### src/rtl/wdg_pkg.sv
package wdg_pkg;

  typedef enum logic [1:0] {
    SEL_OFF   = 2'b00,
    SEL_SHORT = 2'b01,
    SEL_MED   = 2'b10,
    SEL_LONG  = 2'b11
  } tmo_sel_e;

  typedef enum logic {
    KEY_IDLE  = 1'b0,
    KEY_ARMED = 1'b1
  } key_state_e;

  localparam logic [7:0] KEY_FIRST  = 8'h55;
  localparam logic [7:0] KEY_SECOND = 8'hAA;

  function automatic int unsigned max_of3(int unsigned a, int unsigned b, int unsigned c);
    int unsigned m;
    m = (a > b) ? a : b;
    return (m > c) ? m : c;
  endfunction

endpackage

### src/rtl/wdg_timebase.sv
module wdg_timebase
  import wdg_pkg::*;
#(
  parameter int unsigned SLOW_EXP_S = 5,
  parameter int unsigned SLOW_EXP_M = 8,
  parameter int unsigned SLOW_EXP_L = 10,
  parameter int unsigned BUS_EXP_S  = 13,
  parameter int unsigned BUS_EXP_M  = 16,
  parameter int unsigned BUS_EXP_L  = 18,
  parameter int unsigned CW         = 18
) (
  input  logic          clk,
  input  logic          rst_n,
  input  logic          tick_1k,
  input  logic          src_bus_clk,
  input  logic [1:0]    tmo_sel,
  input  logic          window_en,
  output logic          step,
  output logic          enabled,
  output logic          cfg_chg,
  output logic          win_active,
  output logic [CW-1:0] term,
  output logic [CW-1:0] win_open
);

  localparam int unsigned SPAN_W = CW + 1;

  logic              src_q;
  tmo_sel_e          sel_q;
  tmo_sel_e          sel_now;
  int unsigned       exp_sel;
  logic [SPAN_W-1:0] span;

  assign sel_now = tmo_sel_e'(tmo_sel);

  // previous configuration, reset to the options-register defaults
  always_ff @(posedge clk) begin
    if (!rst_n) begin
      src_q <= 1'b0;
      sel_q <= SEL_LONG;
    end else begin
      src_q <= src_bus_clk;
      sel_q <= sel_now;
    end
  end

  assign cfg_chg    = (src_q != src_bus_clk) || (sel_q != sel_now);
  assign enabled    = (sel_now != SEL_OFF);
  assign step       = src_bus_clk | tick_1k;
  assign win_active = window_en & src_bus_clk;

  always_comb begin
    if (src_bus_clk) begin
      unique case (sel_now)
        SEL_SHORT: exp_sel = BUS_EXP_S;
        SEL_MED:   exp_sel = BUS_EXP_M;
        default:   exp_sel = BUS_EXP_L;
      endcase
    end else begin
      unique case (sel_now)
        SEL_SHORT: exp_sel = SLOW_EXP_S;
        SEL_MED:   exp_sel = SLOW_EXP_M;
        default:   exp_sel = SLOW_EXP_L;
      endcase
    end
  end

  always_comb begin
    span     = SPAN_W'(1) << exp_sel;
    term     = CW'(span - SPAN_W'(1));
    win_open = CW'(span - (span >> 2));
  end

endmodule

### src/rtl/wdg_keycheck.sv
module wdg_keycheck
  import wdg_pkg::*;
(
  input  logic       clk,
  input  logic       rst_n,
  input  logic       wr_en,
  input  logic [7:0] wr_data,
  input  logic       enabled,
  input  logic       early,
  input  logic       clear,
  output logic       fault,
  output logic       service,
  output logic       armed
);

  key_state_e key_q;
  logic       active;
  logic       foreign;

  assign active  = wr_en & enabled;
  assign foreign = (wr_data != KEY_FIRST) && (wr_data != KEY_SECOND);
  assign fault   = active & (foreign | early);
  assign service = active & ~fault & (wr_data == KEY_SECOND) & (key_q == KEY_ARMED);
  assign armed   = (key_q == KEY_ARMED);

  always_ff @(posedge clk) begin
    if (!rst_n) begin
      key_q <= KEY_IDLE;
    end else if (!enabled || clear || fault) begin
      key_q <= KEY_IDLE;
    end else if (active) begin
      key_q <= (wr_data == KEY_FIRST) ? KEY_ARMED : KEY_IDLE;
    end
  end

endmodule

### src/rtl/wdg_counter.sv
module wdg_counter #(
  parameter int unsigned CW = 18
) (
  input  logic          clk,
  input  logic          rst_n,
  input  logic          step,
  input  logic          hold,
  input  logic          restart,
  input  logic [CW-1:0] term,
  output logic [CW-1:0] count,
  output logic          expire
);

  assign expire = step & ~hold & ~restart & (count == term);

  always_ff @(posedge clk) begin
    if (!rst_n) begin
      count <= '0;
    end else if (hold || restart || expire) begin
      count <= '0;
    end else if (step) begin
      count <= count + CW'(1);
    end
  end

endmodule

### src/rtl/wdg_window_timer.sv
module wdg_window_timer
  import wdg_pkg::*;
#(
  parameter int unsigned SLOW_EXP_S = 5,
  parameter int unsigned SLOW_EXP_M = 8,
  parameter int unsigned SLOW_EXP_L = 10,
  parameter int unsigned BUS_EXP_S  = 13,
  parameter int unsigned BUS_EXP_M  = 16,
  parameter int unsigned BUS_EXP_L  = 18
) (
  input  logic       clk,
  input  logic       rst_n,
  input  logic       tick_1k,
  input  logic       src_bus_clk,
  input  logic [1:0] tmo_sel,
  input  logic       window_en,
  input  logic       svc_wr,
  input  logic [7:0] svc_data,
  output logic       rst_req
);

  localparam int unsigned CW = max_of3(max_of3(SLOW_EXP_S, SLOW_EXP_M, SLOW_EXP_L),
                                       max_of3(BUS_EXP_S, BUS_EXP_M, BUS_EXP_L), 2);

  logic          step, enabled, cfg_chg, win_active;
  logic [CW-1:0] term, win_open, count_q;
  logic          early, fault, service, key_armed, expire;

  wdg_timebase #(
    .SLOW_EXP_S(SLOW_EXP_S), .SLOW_EXP_M(SLOW_EXP_M), .SLOW_EXP_L(SLOW_EXP_L),
    .BUS_EXP_S(BUS_EXP_S),   .BUS_EXP_M(BUS_EXP_M),   .BUS_EXP_L(BUS_EXP_L),
    .CW(CW)
  ) u_tb (
    .clk(clk), .rst_n(rst_n), .tick_1k(tick_1k), .src_bus_clk(src_bus_clk),
    .tmo_sel(tmo_sel), .window_en(window_en), .step(step), .enabled(enabled),
    .cfg_chg(cfg_chg), .win_active(win_active), .term(term), .win_open(win_open)
  );

  // window check sees the count before this cycle's step
  assign early = win_active & (count_q < win_open);

  wdg_keycheck u_key (
    .clk(clk), .rst_n(rst_n), .wr_en(svc_wr), .wr_data(svc_data),
    .enabled(enabled), .early(early), .clear(cfg_chg),
    .fault(fault), .service(service), .armed(key_armed)
  );

  wdg_counter #(.CW(CW)) u_cnt (
    .clk(clk), .rst_n(rst_n), .step(step), .hold(~enabled | cfg_chg),
    .restart(service | fault), .term(term), .count(count_q), .expire(expire)
  );

  always_ff @(posedge clk) begin
    if (!rst_n) rst_req <= 1'b0;
    else        rst_req <= fault | expire;
  end

endmodule

### config.mk
export PLATFORM = sky130hd
export DESIGN_NAME = wdg_window_timer
export DESIGN_NICKNAME = d
export VERILOG_FILES = /design/src/rtl/wdg_pkg.sv /design/src/rtl/wdg_timebase.sv /design/src/rtl/wdg_keycheck.sv /design/src/rtl/wdg_counter.sv /design/src/rtl/wdg_window_timer.sv
export SDC_FILE = /design/constraint.sdc
export NUM_CORES = 1
export LEC_CHECK = 0
export ABC_AREA = 1
export BUFFER_PORTS_ARGS = -buffer_cell sky130_fd_sc_hd__buf_2
export CORE_ASPECT_RATIO = 1.2
export CORE_MARGIN = 3
export CORE_UTILIZATION = 60
export DETAILED_ROUTE_END_ITERATION = 16
export PLACE_DENSITY_LB_ADDON = 0.08
export SLEW_MARGIN = 10
export SYNTH_ARGS = -nofsm -noshare
export SYNTH_HDL_FRONTEND = slang
export SYNTH_SLANG_ARGS = --single-unit
### constraint.sdc
create_clock -name clk -period 8.79 [get_ports clk]
set_input_delay 0.4395 -clock clk [delete_from_list [all_inputs] [get_ports clk]]
set_output_delay 0.4395 -clock clk [all_outputs]
set_load 0.01 [all_outputs]
==> results.json <==
{
  "outcome": "completed",
  "wl_um": 6461,
  "synth_compound_area_frac": 0.1240,
  "synth_area_um2": 2785,
  "avgSynthCellArea_um2": 6.217,
  "grt_pass1_vias": 2577,
  "hold_viol": 0,
  "grt.total_usage": 0.2550,
  "cts_num_sinks": 23,
  "endpoint_kind": "flip-flop",
  "first_pass_iters": 4,
  "worst_pin_slew_ns": 0.5838,
  "numPlacedInstances": 516,
  "pin_count": 17,
  "area_delta_synth_final_pct": 5.885,
  "worst_setup_hold_path_clk_slew_ns": 0.08,
  "min_period_ns": 4.870,
  "worstRegToRegCells": 11,
  "worst-path-max-fanout": 18,
  "grt_overflow_total": 0,
  "leakage_uw": 0.001534,
  "dr.max_layer_used": "met4",
  "drt-met1-wl_um": 2861,
  "num_vias": 2763,
  "n_fill_cell": 446,
  "die_area_um2": 5499,
  "maxSlewHeadroom": 0.6072,
  "clock_latency_ns": 0.26,
  "worst_path_max_delay_cell": "fa_1",
  "muxShareOfSynthArea": 0,
  "drtAntennaViolNets": 0,
  "setup-violations-final": 0,
  "worstPathArrival_ns": 5.05,
  "crit_top_cell": "nand2_1",
  "synth_fa_ha_area_frac": 0.1689,
  "synth_top_family_by_area": "simple AND/OR/NAND/NOR gates",
  "peakVddDrop_v": 0.00008236,
  "cts-buffers-inserted": 3,
  "r2r-end": "u_cnt.count[9]",
  "die_h_um": 80.64,
  "drt_iter0_drc": 160,
  "postCtsSetupRepairBufs": 0,
  "avgViaCountPerCell": 5.313,
  "r2r_slack_ns": 6.64,
  "grt_max_degree": 19,
  "cts_hold_buf": 0,
  "finalMaxSlewViolations": 0,
  "fp.dieW_um": 68.20,
  "yosys.area.top_type": "dfxtp_1",
  "period_share": 0.5540,
  "grt_pass1_wl_um": 10830,
  "ys_top_cells_by_area": "dfxtp_1 17%, ha_1 16%, nand2_1 14%, inv_1 10%, xor2_1 6.3%",
  "wl_met2_um": 3269,
  "cts_tree": "built",
  "drv_cap": 0,
  "antenna_found_initial": 0,
  "seq_area_um2": 460.4,
  "tns_ns": 0,
  "crit_required_ns": 8.97,
  "hold_depth": 2,
  "nNetsFinal": 518,
  "synth_warnings": 0,
  "r2r-start": "u_cnt.count[17]",
  "min-delay-start": "rst_n",
  "post-route-util": 0.6765,
  "synth_cells": 448,
  "rsz0062_at_grt": "no",
  "wire_per_inst_um": 12.43,
  "power.density_nw_per_um2": 95.42,
  "synth-xor-area-share": 0.08805,
  "clock_path_buffers": 2,
  "yosysSeqAreaShare": 0.1653,
  "crit_start": "tmo_sel[1]",
  "cts-root-buf": "clkbuf_8",
  "min_path_type": "in -> reg",
  "htree_num_levels": 1,
  "skew_ns": 0.006251,
  "post_cts_resize_count": 0,
  "drive_gt1_frac": 0.06681,
  "routed-wl-met3_um": 164,
  "place_congestion": 0.9220,
  "ys_ff_latch": 23,
  "holdPathEnd": "u_tb.sel_q[0]",
  "instances_no_fill": 520,
  "start_kind": "input port",
  "core_area_um2": 4359,
  "multi_input_area_um2": 1996,
  "synth-simple-area-share": 0.3302,
  "dpl.hpwl_um": 5422,
  "route.detailed.drc": 0,
  "antenna_cells": 0,
  "yosysUniqueCellTypes": 35,
  "max_stage_delay_ns": 0.40,
  "synth_top_area_frac": 0.1653,
  "port_buffers": 16,
  "critical_path_class": "in -> reg",
  "max_freq_ghz": 0.2053,
  "rows": 26,
  "start_util": 0.6389
}
## stage by stage
| stage | total power (uW) | hold slack, ns | setup WS [ns] | cell area (um2) |
|---|---|---|---|---|
| 2_1_floorplan | 192.1 | 0.4810 | 4.473 | 2793 |
| 3_3_place_gp | 215.1 | 0.5335 | 3.854 | 2903 |
| 3_5_place_dp | 217.1 | 0.5385 | 3.657 | 2903 |
| 4_1_cts | 281.9 | 0.4143 | 3.925 | 2949 |
| 5_1_grt | 302.6 | 0.4071 | 3.257 | 2949 |
| 6_report | 281.4 | 0.4166 | 3.920 | 2949 |
## layer usage
layer	vias up	track usage
met5	-	0
met4	0	0.08350
met3	18	0.03357
met2	50	0.4764
met1	1217	0.2866
li1	1478	-
## worst max path at each step
| stage | depth (start not counted) | to | slack, ns |
|---|---|---|---|
| after floorplan | 28 | u_cnt.count[15] | 4.47 |
| after global placement | 28 | u_cnt.count[17] | 3.85 |
| after detailed placement | 28 | u_cnt.count[11] | 3.66 |
| after CTS | 28 | u_cnt.count[11] | 3.92 |
| after global routing | 28 | u_cnt.count[12] | 3.26 |
| final | 28 | u_cnt.count[9] | 3.92 |
## cell usage after synthesis
| master | instances |
|---|---|
| nand2_1 | 105 |
| inv_1 | 77 |
| nor2_1 | 45 |
| ha_1 | 36 |
| nand3_1 | 30 |
| a21oi_1 | 25 |
| dfxtp_1 | 23 |
| xor2_1 | 20 |
| o21ai_0 | 15 |
| nand4_1 | 13 |
| nor3_1 | 10 |
| xnor2_1 | 8 |
| a31oi_1 | 4 |
| nor4_1 | 4 |
| a21boi_0 | 3 |
| nor2_2 | 3 |
| o21bai_1 | 3 |
| a21o_1 | 2 |
| buf_6 | 2 |
| clkbuf_1 | 2 |
| conb_1 | 2 |
| inv_2 | 2 |
| o21ai_1 | 2 |
| a211oi_1 | 1 |
| a21o_2 | 1 |
| a21oi_2 | 1 |
| a31o_2 | 1 |
| buf_2 | 1 |
| clkbuf_2 | 1 |
| fa_1 | 1 |
| nand3_2 | 1 |
| nor2_4 | 1 |
| nor3_2 | 1 |
| o2111ai_1 | 1 |
| o211ai_1 | 1 |
## cell usage in the layout, fill, tap and decap left out, types with 2 or more instances in the layout
cell | netlist | routed
xor2_1 | 20 | 20
o21bai_1 | 3 | 3
nor2_2 | 3 | 3
ha_1 | 36 | 36
clkbuf_8 | 0 | 3
o21ai_0 | 15 | 15
buf_2 | 1 | 16
conb_1 | 2 | 4
inv_1 | 77 | 77
nor2_1 | 45 | 45
nand3_1 | 30 | 30
nand2_1 | 105 | 105
nand4_1 | 13 | 13
nor3_1 | 10 | 10
a21boi_0 | 3 | 3
o21ai_1 | 2 | 2
xnor2_1 | 8 | 8
a21o_1 | 2 | 2
nor4_1 | 4 | 4
a21oi_1 | 25 | 25
a31oi_1 | 4 | 4
dfxtp_1 | 23 | 23
inv_2 | 2 | 2
## kinds of logic after synthesis
| family | Yosys count |
|---|---|
| XOR/XNOR | 28 |
| buffers and inverters | 85 |
| AO/OA/AOI/OAI | 60 |
| other | 2 |
| AND/OR/NAND/NOR | 213 |
| adder cells (fa/ha/maj) | 37 |
| flip-flops | 23 |
## registers in the layout, indices dropped and copies added, names as in the netlist
signal	cells
u_cnt.count	18
u_tb.sel_q	2
rst_req	1
u_key.armed	1
u_tb.src_q	1
## worst max-delay path: cells and delay by family
kind / cells / cell delay, ns
xor+xnor: 1 / 0.16
simple gates: 12 / 1.51
fa+ha+maj: 4 / 1.17
compound gates: 6 / 1.22
buf+inv: 5 / 0.52
## where the power goes
group	switching [uW]	internal (uW)	leakage (uW)
Clock	33.9	31.6	0.0000255
Combinational	69.1	41.1	0.00132
Sequential	0.510	105	0.000186
## final cells by class
| class | count | area share |
|---|---|---|
| multi-input combinational | 342 | 0.6767 |
| sequential | 23 | 0.1561 |
| inverter | 79 | 0.1006 |
| timing repair buffer | 16 | 0.02715 |
| tap | 56 | 0.02376 |
| clock buffer | 3 | 0.01400 |
| clock inverter | 1 | 0.001697 |
Note: power is estimated with default switching activity, not from simulation.
